File: config.mk
export PLATFORM = sky130hd
export DESIGN_NAME = dbuf_dma_chan
export DESIGN_NICKNAME = d
export VERILOG_FILES = /design/src/rtl/dbuf_dma_pkg.sv /design/src/rtl/dbuf_dma_engine.sv /design/src/rtl/dbuf_dma_regs.sv /design/src/rtl/dbuf_dma_chan.sv
export SDC_FILE = /design/constraint.sdc
export NUM_CORES = 1
export LEC_CHECK = 0
export BUFFER_PORTS_ARGS = -buffer_cell sky130_fd_sc_hd__buf_2
export CAP_MARGIN = 10
export CORE_MARGIN = 2
export CORE_UTILIZATION = 44
export DETAILED_ROUTE_END_ITERATION = 12
export SKIP_LAST_GASP = 1
export SLEW_MARGIN = 20
export SYNTH_ARGS = -nofsm -noshare
export SYNTH_HDL_FRONTEND = slang
export SYNTH_SLANG_ARGS = --single-unit
File: constraint.sdc
create_clock -name clk -period 3.4 [get_ports clk]
set_input_delay 0.17 -clock clk [delete_from_list [all_inputs] [get_ports clk]]
set_output_delay 0.17 -clock clk [all_outputs]
set_load 0.05 [all_outputs]
File: src/rtl/dbuf_dma_pkg.sv
`timescale 1ns/1ps
package dbuf_dma_pkg;

    // Register offsets; the order is part of the software contract.
    typedef enum logic [2:0] {
        RA_CTRL = 3'd0,
        RA_STAT = 3'd1,
        RA_CSRC = 3'd2,
        RA_CDST = 3'd3,
        RA_CCNT = 3'd4,
        RA_RSRC = 3'd5,
        RA_RDST = 3'd6,
        RA_RCNT = 3'd7
    } reg_addr_e;

    // Control register, bit 0 is the last member.
    typedef struct packed {
        logic ovr_ie;
        logic tc_ie;
        logic autoload;
        logic pflow;
        logic en;
    } ctrl_t;

    // Status register, bit 0 is the last member.
    typedef struct packed {
        logic active;
        logic valid;
        logic ovr;
        logic tc;
    } stat_t;

    localparam int CTRL_BITS = $bits(ctrl_t);
    localparam int ST_TC     = 0;
    localparam int ST_OVR    = 1;
    localparam int ST_VLD    = 2;

    typedef enum logic [1:0] {
        PH_IDLE = 2'd0,
        PH_RD   = 2'd1,
        PH_WR   = 2'd2,
        PH_ACK  = 2'd3
    } phase_e;

    // Events from the transfer engine to the register file.
    typedef struct packed {
        logic start;
        logic step;
        logic reload;
        logic stop;
        logic set_tc;
        logic set_ovr;
    } eng_evt_t;

    function automatic logic irq_of(input stat_t s, input ctrl_t c);
        return (s.tc & c.tc_ie) | (s.ovr & c.ovr_ie);
    endfunction

endpackage

File: src/rtl/dbuf_dma_engine.sv
`timescale 1ns/1ps
module dbuf_dma_engine
    import dbuf_dma_pkg::*;
#(
    parameter int W = 16
) (
    input  logic         clk,
    input  logic         rst,
    input  logic         en,
    input  logic         pflow,
    input  logic         autoload,
    input  logic         rld_valid,
    input  logic         cnt_is_one,
    input  logic         dreq,
    input  logic         dreq_last,
    input  logic [W-1:0] cur_src,
    input  logic [W-1:0] cur_dst,
    output logic         mem_rd,
    output logic         mem_wr,
    output logic [W-1:0] mem_addr,
    output logic         dack,
    output eng_evt_t     evt
);

    phase_e ph_q;
    logic   last_q;
    logic   blk_end;
    logic   take;

    assign take = (ph_q == PH_IDLE) && en && dreq;

    always_ff @(posedge clk) begin
        if (rst) begin
            ph_q   <= PH_IDLE;
            last_q <= 1'b0;
        end else begin
            unique case (ph_q)
                PH_IDLE: if (take) begin
                    ph_q   <= PH_RD;
                    last_q <= dreq_last;
                end
                PH_RD:   ph_q <= PH_WR;
                PH_WR:   ph_q <= PH_ACK;
                PH_ACK:  ph_q <= PH_IDLE;
                default: ph_q <= PH_IDLE;
            endcase
        end
    end

    // Block end is judged in the write cycle from the count before the step.
    always_comb begin
        blk_end     = (ph_q == PH_WR) && (pflow ? last_q : cnt_is_one);
        evt.start   = take;
        evt.step    = (ph_q == PH_WR);
        evt.reload  = blk_end && autoload && rld_valid;
        evt.stop    = blk_end && !(autoload && rld_valid);
        evt.set_tc  = blk_end && (!autoload || !pflow);
        evt.set_ovr = blk_end && !(autoload && rld_valid);
    end

    assign mem_rd   = (ph_q == PH_RD);
    assign mem_wr   = (ph_q == PH_WR);
    assign mem_addr = (ph_q == PH_RD) ? cur_src : cur_dst;
    assign dack     = (ph_q == PH_ACK);

endmodule

File: src/rtl/dbuf_dma_regs.sv
`timescale 1ns/1ps
module dbuf_dma_regs
    import dbuf_dma_pkg::*;
#(
    parameter int W = 16
) (
    input  logic         clk,
    input  logic         rst,
    input  logic         sw_we,
    input  logic [2:0]   sw_addr,
    input  logic [W-1:0] sw_wdata,
    output logic [W-1:0] sw_rdata,
    input  eng_evt_t     evt,
    output ctrl_t        ctrl,
    output stat_t        stat,
    output logic [W-1:0] cur_src,
    output logic [W-1:0] cur_dst,
    output logic [W-1:0] cur_cnt,
    output logic [W-1:0] rld_cnt
);

    localparam logic [W-1:0] ONE = W'(1);

    logic [W-1:0] rld_src;
    logic [W-1:0] rld_dst;
    logic         wr_ctrl, wr_stat, wr_csrc, wr_cdst, wr_ccnt;
    logic         wr_rsrc, wr_rdst, wr_rcnt;

    always_comb begin
        wr_ctrl = sw_we && (sw_addr == RA_CTRL);
        wr_stat = sw_we && (sw_addr == RA_STAT);
        wr_csrc = sw_we && (sw_addr == RA_CSRC);
        wr_cdst = sw_we && (sw_addr == RA_CDST);
        wr_ccnt = sw_we && (sw_addr == RA_CCNT);
        wr_rsrc = sw_we && (sw_addr == RA_RSRC);
        wr_rdst = sw_we && (sw_addr == RA_RDST);
        wr_rcnt = sw_we && (sw_addr == RA_RCNT);
    end

    // Control: a stop from the engine overrides a same-cycle software write.
    always_ff @(posedge clk) begin
        if (rst) begin
            ctrl <= '0;
        end else begin
            if (wr_ctrl)  ctrl    <= ctrl_t'(sw_wdata[CTRL_BITS-1:0]);
            if (evt.stop) ctrl.en <= 1'b0;
        end
    end

    // Status: engine sets win over write-one-to-clear; a reload-count write
    // wins over the engine consuming the shadow set.
    always_ff @(posedge clk) begin
        if (rst) begin
            stat <= '0;
        end else begin
            if (wr_stat && sw_wdata[ST_TC])  stat.tc    <= 1'b0;
            if (wr_stat && sw_wdata[ST_OVR]) stat.ovr   <= 1'b0;
            if (wr_stat && sw_wdata[ST_VLD]) stat.valid <= 1'b0;
            if (evt.set_tc)                  stat.tc    <= 1'b1;
            if (evt.set_ovr)                 stat.ovr   <= 1'b1;
            if (evt.reload)                  stat.valid <= 1'b0;
            if (wr_rcnt)                     stat.valid <= 1'b1;
            if (evt.start)                   stat.active <= 1'b1;
            if (evt.stop)                    stat.active <= 1'b0;
        end
    end

    // Current block parameters.
    always_ff @(posedge clk) begin
        if (rst) begin
            cur_src <= '0;
            cur_dst <= '0;
            cur_cnt <= '0;
        end else if (evt.reload) begin
            cur_src <= rld_src;
            cur_dst <= rld_dst;
            cur_cnt <= rld_cnt;
        end else if (evt.step) begin
            cur_src <= cur_src + ONE;
            cur_dst <= cur_dst + ONE;
            cur_cnt <= cur_cnt - ONE;
        end else if (!stat.active) begin
            if (wr_csrc) cur_src <= sw_wdata;
            if (wr_cdst) cur_dst <= sw_wdata;
            if (wr_ccnt) cur_cnt <= sw_wdata;
        end
    end

    // Shadow reload set, writable at any time.
    always_ff @(posedge clk) begin
        if (rst) begin
            rld_src <= '0;
            rld_dst <= '0;
            rld_cnt <= '0;
        end else begin
            if (wr_rsrc) rld_src <= sw_wdata;
            if (wr_rdst) rld_dst <= sw_wdata;
            if (wr_rcnt) rld_cnt <= sw_wdata;
        end
    end

    always_comb begin
        unique case (sw_addr)
            RA_CTRL: sw_rdata = W'(ctrl);
            RA_STAT: sw_rdata = W'(stat);
            RA_CSRC: sw_rdata = cur_src;
            RA_CDST: sw_rdata = cur_dst;
            RA_CCNT: sw_rdata = cur_cnt;
            RA_RSRC: sw_rdata = rld_src;
            RA_RDST: sw_rdata = rld_dst;
            default: sw_rdata = rld_cnt;
        endcase
    end

endmodule

File: src/rtl/dbuf_dma_chan.sv
`timescale 1ns/1ps
module dbuf_dma_chan
    import dbuf_dma_pkg::*;
#(
    parameter int W  = 16,
    parameter int DW = 8
) (
    input  logic          clk,
    input  logic          rst,
    input  logic          sw_we,
    input  logic [2:0]    sw_addr,
    input  logic [W-1:0]  sw_wdata,
    output logic [W-1:0]  sw_rdata,
    input  logic          dreq,
    input  logic          dreq_last,
    output logic          dack,
    output logic          mem_rd,
    output logic          mem_wr,
    output logic [W-1:0]  mem_addr,
    output logic [DW-1:0] mem_wdata,
    input  logic [DW-1:0] mem_rdata,
    output logic          irq
);

    ctrl_t        ctrl;
    stat_t        stat;
    eng_evt_t     evt;
    logic [W-1:0] cur_src;
    logic [W-1:0] cur_dst;
    logic [W-1:0] cur_cnt;
    logic [W-1:0] rld_cnt;

    dbuf_dma_regs #(.W(W)) u_regs (
        .clk      (clk),
        .rst      (rst),
        .sw_we    (sw_we),
        .sw_addr  (sw_addr),
        .sw_wdata (sw_wdata),
        .sw_rdata (sw_rdata),
        .evt      (evt),
        .ctrl     (ctrl),
        .stat     (stat),
        .cur_src  (cur_src),
        .cur_dst  (cur_dst),
        .cur_cnt  (cur_cnt),
        .rld_cnt  (rld_cnt)
    );

    dbuf_dma_engine #(.W(W)) u_eng (
        .clk        (clk),
        .rst        (rst),
        .en         (ctrl.en),
        .pflow      (ctrl.pflow),
        .autoload   (ctrl.autoload),
        .rld_valid  (stat.valid),
        .cnt_is_one (cur_cnt == W'(1)),
        .dreq       (dreq),
        .dreq_last  (dreq_last),
        .cur_src    (cur_src),
        .cur_dst    (cur_dst),
        .mem_rd     (mem_rd),
        .mem_wr     (mem_wr),
        .mem_addr   (mem_addr),
        .dack       (dack),
        .evt        (evt)
    );

    // Read data arrives in the write cycle and is forwarded unregistered.
    assign mem_wdata = mem_rdata;
    assign irq       = irq_of(stat, ctrl);

endmodule

**Word-level counts from Yosys, hierarchy flattened**

Index checks and enable logic that the tools add are counted.

- Logic and storage cells: 96
- Output and inout port bits: 44
- Register bits: 108

- Multiplexer cells: 24
- Bitwise operators: 3
- $add $sub $neg: 3
- Reduce and logical (&&, ||, !) cells: 36
- Equal/unequal tests: 13

Operators by type and width:

| operator | number |
|---|---|
| $mux 16 | 13 |
| $pmux 16 s7 | 1 |
| $add 16x1->16 const B | 2 |
| $logic_and 1x1->1 | 19 |
| $eq 16x1->1 const B | 1 |
| $sub 16x1->16 const B | 1 |
| $eq 3x3->1 const B | 4 |
| $reduce_bool 3->1 | 4 |
| $mux 1 | 8 |
| $pmux 2 s4 | 1 |
| $reduce_and 2->1 | 4 |
| $eq 3x2->1 const B | 2 |
| $eq 2x2->1 const B | 2 |
| $reduce_bool 2->1 | 2 |
| $eq 3x1->1 const B | 1 |
| $logic_not 1->1 | 3 |
| $logic_not 3->1 | 1 |
| $ne 3x3->1 const B | 1 |
| $and 1x1->1 | 2 |
| $eq 2x1->1 const B | 1 |
| $logic_not 2->1 | 1 |
| $mux 2 | 1 |
| $ne 2x1->1 const B | 1 |
| $reduce_or 2->1 | 1 |
| 2 further kinds | 2 |

**Depth between registers and ports, before layout**

Gate-level depths: netlist of run 1.

- Depth after elaboration: 7
- Mapped depth: 9
- Gate-level depth less buffers: 7

**Hierarchy**

From an unflattened synthesis of run 1, not the netlist that was laid out.

- Cell total of the unflattened synthesis: 913
- Area total of the unflattened synthesis: 6,991.7 um2

Modules (own cells, without submodules):

| module | sequential area each (um2) | instances | cells each | area an instance (um2) |
|---|---|---|---|---|
| dbuf_dma_regs | 2,102.0 | 1 | 849 | 6,353.6 |
| dbuf_dma_engine | 60.1 | 1 | 50 | 533.0 |
| dbuf_dma_chan | 0.0 | 1 | 14 | 105.1 |

**Worst setup path after synthesis of run 1**

OpenSTA, ideal clock, no wires.

- Kind: register to register
- Start: register u_eng.ph_q[0]
- End: register u_regs.cur_cnt[2]
- Path slack: 0.953 ns
- Path buffers: 4
- Library setup time: 0.123 ns
- Required time: 3.277 ns
- Data arrival time: 2.325 ns
- Stages on the path, launching flop included: 10
- Cell sequence: dfxtp_1 > inv_1 > ha_1 > buf_2 > clkbuf_1 > clkbuf_1 > buf_1 > nand2_1 > a221oi_1 > nor2_1

- Word-level cells in the longest chain between the ends: 6
- Elaborated cells on any way between the ends: 9

RTL lines:

| element | RTL line | source |
|---|---|---|
| from (decl) | dbuf_dma_engine.sv:25 | `phase_e ph_q;` |
| from (signal assigned) | dbuf_dma_engine.sv:34 | `ph_q <= PH_IDLE;` |
| from (signal assigned) | dbuf_dma_engine.sv:39 | `ph_q <= PH_RD;` |
| from (signal assigned) | dbuf_dma_engine.sv:42 | `PH_RD: ph_q <= PH_WR;` |
| $eq 2x2->1 * | - |  |
| net mem_wr | dbuf_dma_chan.sv:18 | `output logic mem_wr,` |
| $logic_and 1x1->1 | dbuf_dma_engine.sv:52 | `blk_end = (ph_q == PH_WR) && (pflow ? last_q : cnt_is_one);` |
| $logic_and 1x1->1 (2 in series) | dbuf_dma_engine.sv:55 | `evt.reload = blk_end && autoload && rld_valid;` |
| $ne 3x3->1 (no line) / $reduce_bool 3->1 (equally long branches) | - |  |
| $reduce_and 2->1 (no line) | - |  |
| to (signal assigned) | dbuf_dma_regs.sv:77 | `cur_cnt <= rld_cnt;` |
| to (signal assigned) | dbuf_dma_regs.sv:81 | `cur_cnt <= cur_cnt - ONE;` |
| to (signal assigned) | dbuf_dma_regs.sv:85 | `if (wr_ccnt) cur_cnt <= sw_wdata;` |
| to (decl) | dbuf_dma_regs.sv:18 | `output logic [W-1:0] cur_cnt,` |

Mark *: on every way through the listed nets, which the timed path passes. The rest lies on a longest branch.
A chain may end at the register's enable or synchronous reset.

**Final worst setup path of run 1**

- Start: register u_eng.ph_q[1]
- End: output mem_addr[15]

- Word-level cells in the longest chain between the ends: 2

RTL lines:

| element | RTL line | source |
|---|---|---|
| $eq 2x1->1 | dbuf_dma_engine.sv:63 | `assign mem_addr = (ph_q == PH_RD) ? cur_src : cur_dst;` |
| $mux 16 | dbuf_dma_engine.sv:63 |  |
| to (decl) | dbuf_dma_chan.sv:19 | `output logic [W-1:0] mem_addr,` |

Every way passes these cells.

==> flow_summary.yaml, run 1 <==
clock_network:
  cts.sinks: 108
  tritoncts: "done"
  cts_max_path_buffers: 2
  cts_max_level: 3
  cts_hold_buffers: 0
  post_cts_buffers: 0
  root_buffer: "clkbuf_16"
  clk_pin_slew_worst_paths_ns: 0.07
  clock_latency_ns: 0.36
  cts.repair.resized: 0
  cts-buffers-inserted: 9
route:
  postRouteWirelength_um: 23000
  ant_nets: 0
  viasPerCell: 6.22
  drc: 0
  routedWlPerCell_um: 21.3
  dr.pass1.iters: 7
  num_vias: 6729
  first_iter_violations: 772
floorplanning:
  fp-row-count: 45
  core-area_um2: 15000
  fp.dieH_um: 127
  die_area_um2: 16200
  start_util_pct: 44.5
  die_x_um: 127
  ios: 76
worst_setup_path:
  path_buf_inv: 2
  crit_path_cell_trace: "inv_1 > ha_1 > mux2_2 > buf_2"
  cp.arrival_ns: 2.31
  crit_path_start_kind: "flop"
  path_class: "flop to output pin"
  path_delay_family: "adder cells"
  cp_max_fo: 21
  slowest_stage: "ha_1"
  cp-end-kind: "output pin"
  critPathRequiredTime_ns: 3.23
  max_stage_delay_ns: 0.82
timing:
  fin_crit_sh_pct: 72.9
  setup_viol: 0
  rsz0062_at_grt: "false"
  report.final.hold_viol_count: 0
  maxSlewViolCount: 0
  fin_skew_ns: 0.00808
  slew_headroom_pct: 32.5
  setup_tns_ns: 0
  max_freq_mhz: 403
  period_minus_slack_ns: 2.48
  max_slew.worst_pin.slew_ns: 1.01
logic_synthesis:
  ys_ff_latch: 108
  yosysWarnings: 0
  syn-num-nets: 919
  synth_cell_type_count: 71
  synth_ff_type: "dfxtp_1"
  synth_edf_count: 0
  ys_async_sr_fraction_pct: 0
  synthesis.area_um2: 6690
  syn_inst: 879
  syn_avg_cell_area_um2: 7.61
  synth_seq_area_share_pct: 32.3
final_layout:
  antenna_cells: 0
  finalNonFillerCells: 1081
  mostFrequentLayoutCells: "157 x nand2_1, 108 x dfxtp_1, 98 x a21oi_1, 59 x o21ai_0, 59 x buf_2"
  layout-drive-gt1-share_pct: 15.5
  area_growth_pct: 9.37
  layout_commonest_cell: "nand2_1"
  nets: 929
  seq_area_um2: 2160
  nFillCells: 1533
  multiInputGateArea_um2: 4110
placed_design:
  place_congestion: 0.925
  dp.final_hpwl_um: 16200
  dp.cells: 1066
  io_buffer_count: 59
pwr:
  finalPower_mw: 3.53
  powerDensity_nw_per_um2: 483
  cellLeakagePower_nw: 2.71
  ir_drop_mv: 0.217
grt:
  antenna_found_initial: 0
  grt_max_degree: 82
  grt-ovfl-total: 0
  grt_use_total_pct: 27.9
  grt_pass1_wl_um: 34900
  grt_pass1_vias: 5734
flow_run:
  max-cap-violations: 0
status:
  outcome: "finished clean"
hold_path:
  hold_class: "primary input to flop"
power by group:
| group | internal (mW) | total (mW) | switching (mW) | leakage, nW |
|---|---|---|---|---|
| sequential | 1.34 | 1.46 | 0.121 | 0.876 |
| clock | 0.588 | 1.10 | 0.517 | 0.138 |
| combinational | 0.342 | 0.971 | 0.629 | 1.70 |
| total | 2.26 | 3.53 | 1.27 | 2.71 |
area by class of cell:
cell class	count	area share, %
repair buffers	78	6.33
multi-input cells	677	56.1
well taps	188	3.22
inverters	15	0.770
clock buffers	11	3.32
flip-flops and latches	108	29.6
clock inverters	4	0.684
worst reg2reg max path: cells and delay by family (launching register included):
family                 cells  cell delay [ns]
and+or+nand+nor            2             0.91
AOI/OAI and AO/OA          3             0.73
DFF                        1             0.41
buffers and inverters      1             0.28
cell families after synthesis:
| group | Yosys count | share of synthesized area (%) |
|---|---|---|
| DFF | 108 | 32.3 |
| adders and majority gates | 8 | 1.50 |
| muxes | 39 | 6.49 |
| buffers and inverters | 94 | 6.32 |
| AOI/OAI and AO/OA | 280 | 26.6 |
| and+or+nand+nor | 320 | 22.8 |
| xor gates and xnor gates | 30 | 3.93 |
registers in the layout, indices dropped and copies added (netlist names):
register	flops
u_regs.rld_cnt	16
u_regs.rld_dst	16
u_eng.last_q	1
u_regs.cur_src	16
u_regs.cur_dst	16
u_regs.ctrl	5
u_regs.stat	4
u_regs.cur_cnt	16
u_regs.rld_src	16
u_eng.ph_q	2
path summary, 6_finish.rpt:
path / startpoint / end / slack [ns] / cells past startpoint
worst max-delay path: u_eng.ph_q[1] / mem_addr[15] / 0.92 / 4
worst min-delay path: dreq_last / u_eng.last_q / 0.05 / 3
worst max register to register: u_regs.cur_cnt[10] / u_regs.cur_src[7] / 0.95 / 6
worst min register to register: u_regs.rld_cnt[6] / u_regs.rld_cnt[6] / 0.47 / 2
metal layers:
metal  track usage [%]  wire length [µm]  share of wire, %
met4              7.37               322               1.4
met1              44.1             11000                48
met5                 0                 0                 0
met2              38.9              9570                42
met3              4.27              2180               9.4
Yosys cell counts (all sizes together), types with 9 or more instances:
| cell type | number | share of area [%] |
|---|---|---|
| a211o | 21 | 2.7 |
| a21oi | 98 | 7.3 |
| a221oi | 9 | 1.2 |
| a22o | 9 | 1.2 |
| a31oi | 32 | 3.0 |
| buf | 34 | 2.9 |
| clkbuf | 45 | 2.5 |
| dfxtp | 108 | 32 |
| inv | 15 | 0.84 |
| mux2 | 25 | 4.2 |
| mux2i | 13 | 1.9 |
| nand2 | 157 | 8.8 |
| nand3 | 20 | 1.6 |
| nand4 | 12 | 1.1 |
| nor2 | 59 | 3.4 |
| nor2b | 9 | 0.84 |
| nor3 | 17 | 1.3 |
| nor4 | 15 | 2.1 |
| o21ai | 60 | 4.5 |
| xnor2 | 22 | 2.9 |
stage by stage:
stage               hold slack (ns)  utilization [%]  instance area, µm²  worst slack [ns]
floorplan                     0.306                -                6690             0.953
global placement              0.340             46.7                7020              1.07
detailed placement            0.340             46.7                7020             0.982
CTS                          0.0416             48.7                7320             0.904
global route                 0.0863             48.7                7320             0.768
finish                       0.0458             48.7                7320             0.920
Note: power is estimated with default switching activity, not from simulation.
==> run 2: changes to the inputs <==
- PLACE_DENSITY: unset -> 0.65
- clock period: 3.4 -> 2.2 ns (I/O delays scaled with it)
==> run 2 against run 1 <==
  * Sequential share of layout area shrank 1.6 points
  * Worst setup slack lost 0.79 ns
  * Via count grew 3.6%
  * Wire length shrank 0.46%
  * Cell count grew 4.4%
  * Clock power grew 42%
  * Largest cell class unchanged
  * Total power grew 54%
  * Critical path depth grew 4
  * Die area is the same
  * Highest routed layer unchanged
  * Clock skew shrank 0.0018 ns
  * Core utilization grew 2.8 points
==> flow_summary.yaml, run 2 (synthesis results as in run 1) <==
placed_design:
  place_congestion: 0.925
  io_buffer_count: 59
  place_area_um2: 7420
  pre_cts_ws_ns: 0.121
  dp.cells: 1112
  dp.final_hpwl_um: 16800
floorplanning:
  start_util_pct: 44.5
  die_x_um: 127
  die_area_um2: 16200
  fp-row-count: 45
  core-area_um2: 15000
  ios: 76
  fp.dieH_um: 127
worst_setup_path:
  crit_path_start_kind: "flop"
  cp.arrival_ns: 2.37
  r2r_end: "u_regs.cur_dst[15]"
  r2r_cells: 8
  critPathRequiredTime_ns: 2.49
  cp_max_fo: 18
  cp-end-kind: "flop"
  path_class: "flop to flop"
  r2r_setup_slack_ns: 0.13
  rr_startpoint: "u_regs.cur_cnt[1]"
final_layout:
  area_growth_pct: 15.7
  fin_area_um2: 7740
  antenna_cells: 0
  seq_area_um2: 2160
  layout_commonest_cell: "nand2_1"
  multiInputGateArea_um2: 4140
  nFillCells: 1473
  nets: 977
  mostFrequentLayoutCells: "157 x nand2_1, 108 x dfxtp_1, 97 x a21oi_1, 60 x buf_4"
  finalNonFillerCells: 1129
  layout-drive-gt1-share_pct: 20.1
hold_path:
  holdPathStages: 3
  hold_path_startpoint: "sw_wdata[13]"
  hold_end: "u_regs.rld_dst[13]"
  hold_class: "primary input to flop"
timing:
  period_minus_slack_ns: 2.07
  setup_viol: 0
  max_freq_mhz: 483
  report.final.hold_viol_count: 0
  slew_headroom_pct: 61.7
  finalHoldWorstSlack_ns: 0.0207
  fin_crit_sh_pct: 94.2
  max_slew.worst_pin.slew_ns: 0.572
  maxSlewViolCount: 0
  fin_skew_ns: 0.00625
  timing.final.ws_setup_ns: 0.128
clock_network:
  tritoncts: "done"
  cts.sinks: 108
  cts-buffers-inserted: 9
  cts_max_path_buffers: 2
  clk_pin_slew_worst_paths_ns: 0.07
  root_buffer: "clkbuf_16"
  cts_max_level: 3
  clock_latency_ns: 0.36
grt:
  antenna_found_initial: 0
  grt_pass1_wl_um: 36400
  grt_use_total_pct: 28.6
  grt_max_degree: 68
  grt-ovfl-total: 0
  grt_pass1_vias: 6340
route:
  postRouteWirelength_um: 22900
  routedWlPerCell_um: 20.3
  drc: 0
  viasPerCell: 6.17
  num_vias: 6969
  first_iter_violations: 946
  ant_nets: 0
  dr.pass1.iters: 5
flow_run:
  max-cap-violations: 0
status:
  outcome: "finished clean"
pwr:
  powerDensity_nw_per_um2: 701
  cellLeakagePower_nw: 2.98
  ir_drop_mv: 0.359
==> run 2: changes by cell type in the layout (fill, tap and decap cells not counted), sizes merged <==
cell | before | now
buf | 78 | 125
bufinv | 1 | 0
clkbuf | 11 | 13
clkinv | 1 | 2
clkinvlp | 2 | 0
dlygate4sd3 | 0 | 1
==> run 2: layer usage <==
layer  wire [µm]  GRT usage (%)  vias up  part of all wire, %
met5           0              0        -                    0
met4         419           7.43        0                  1.8
met3        2150           5.65       39                  9.4
met1       10500           43.1     3272                   46
met2        9840           41.4      363                   43
li1            -              -     3295                    -
==> run 2: worst max-delay path by stage <==
stage	from	endpoint	slack [ns]	cells after the start
after floorplan	u_eng.ph_q[1]	mem_addr[11]	-0.07	4
after global placement	u_eng.ph_q[0]	u_regs.cur_src[7]	0.15	6
after detailed placement	u_eng.ph_q[0]	u_regs.cur_src[7]	0.12	6
after CTS	u_eng.ph_q[0]	u_regs.cur_src[7]	0.12	6
after global routing	u_regs.cur_cnt[1]	u_regs.cur_dst[15]	-0.0004	8
final	u_regs.cur_cnt[1]	u_regs.cur_dst[15]	0.13	8
==> run 2: report_power, final <==
group	leakage [nW]	internal, mW	switching (mW)
Combinational	1.97	0.623	1.04
Sequential	0.876	2.06	0.144
Clock	0.135	0.822	0.733
==> run 2: critical path, cell delays in order, from the launching register on <==
cell	delay, ns
dfxtp_1	0.33
inv_1	0.08
ha_1	0.17
nor3b_2	0.16
a41oi_2	0.32
nor2_4	0.11
buf_12	0.17
or4_1	0.50
a31oi_1	0.16
==> run 2: final cells by class <==
type / count / area share (%)
timing repair buffer: 126 / 11.3
clock buffer: 13 / 3.36
tap: 188 / 3.04
inverter: 15 / 0.728
clock inverter: 2 / 0.129
multi-input combinational: 677 / 53.5
sequential: 108 / 27.9
==> run 2: per-stage QoR <==
stage / TNS (ns) / total power, mW / utilization [%]
final: 0 / 5.42 / 51.5
after global routing: -0.000431 / 5.64 / 51.5
after CTS: 0 / 5.40 / 51.2
after detailed placement: 0 / 3.87 / 49.3
after global placement: 0 / 3.86 / 49.3
after floorplan: -0.320 / 3.42 / -
==> run 2: repair_timing <==
| item | in CTS | in global routing |
|---|---|---|
| endpoints found under the setup margin | 0 | 28 |
| hold buffers | 1 | 0 |
| setup buffers | 0 | 1 |
| resized for setup | 0 | 7 |
| endpoints found under the hold margin | 1 | 0 |
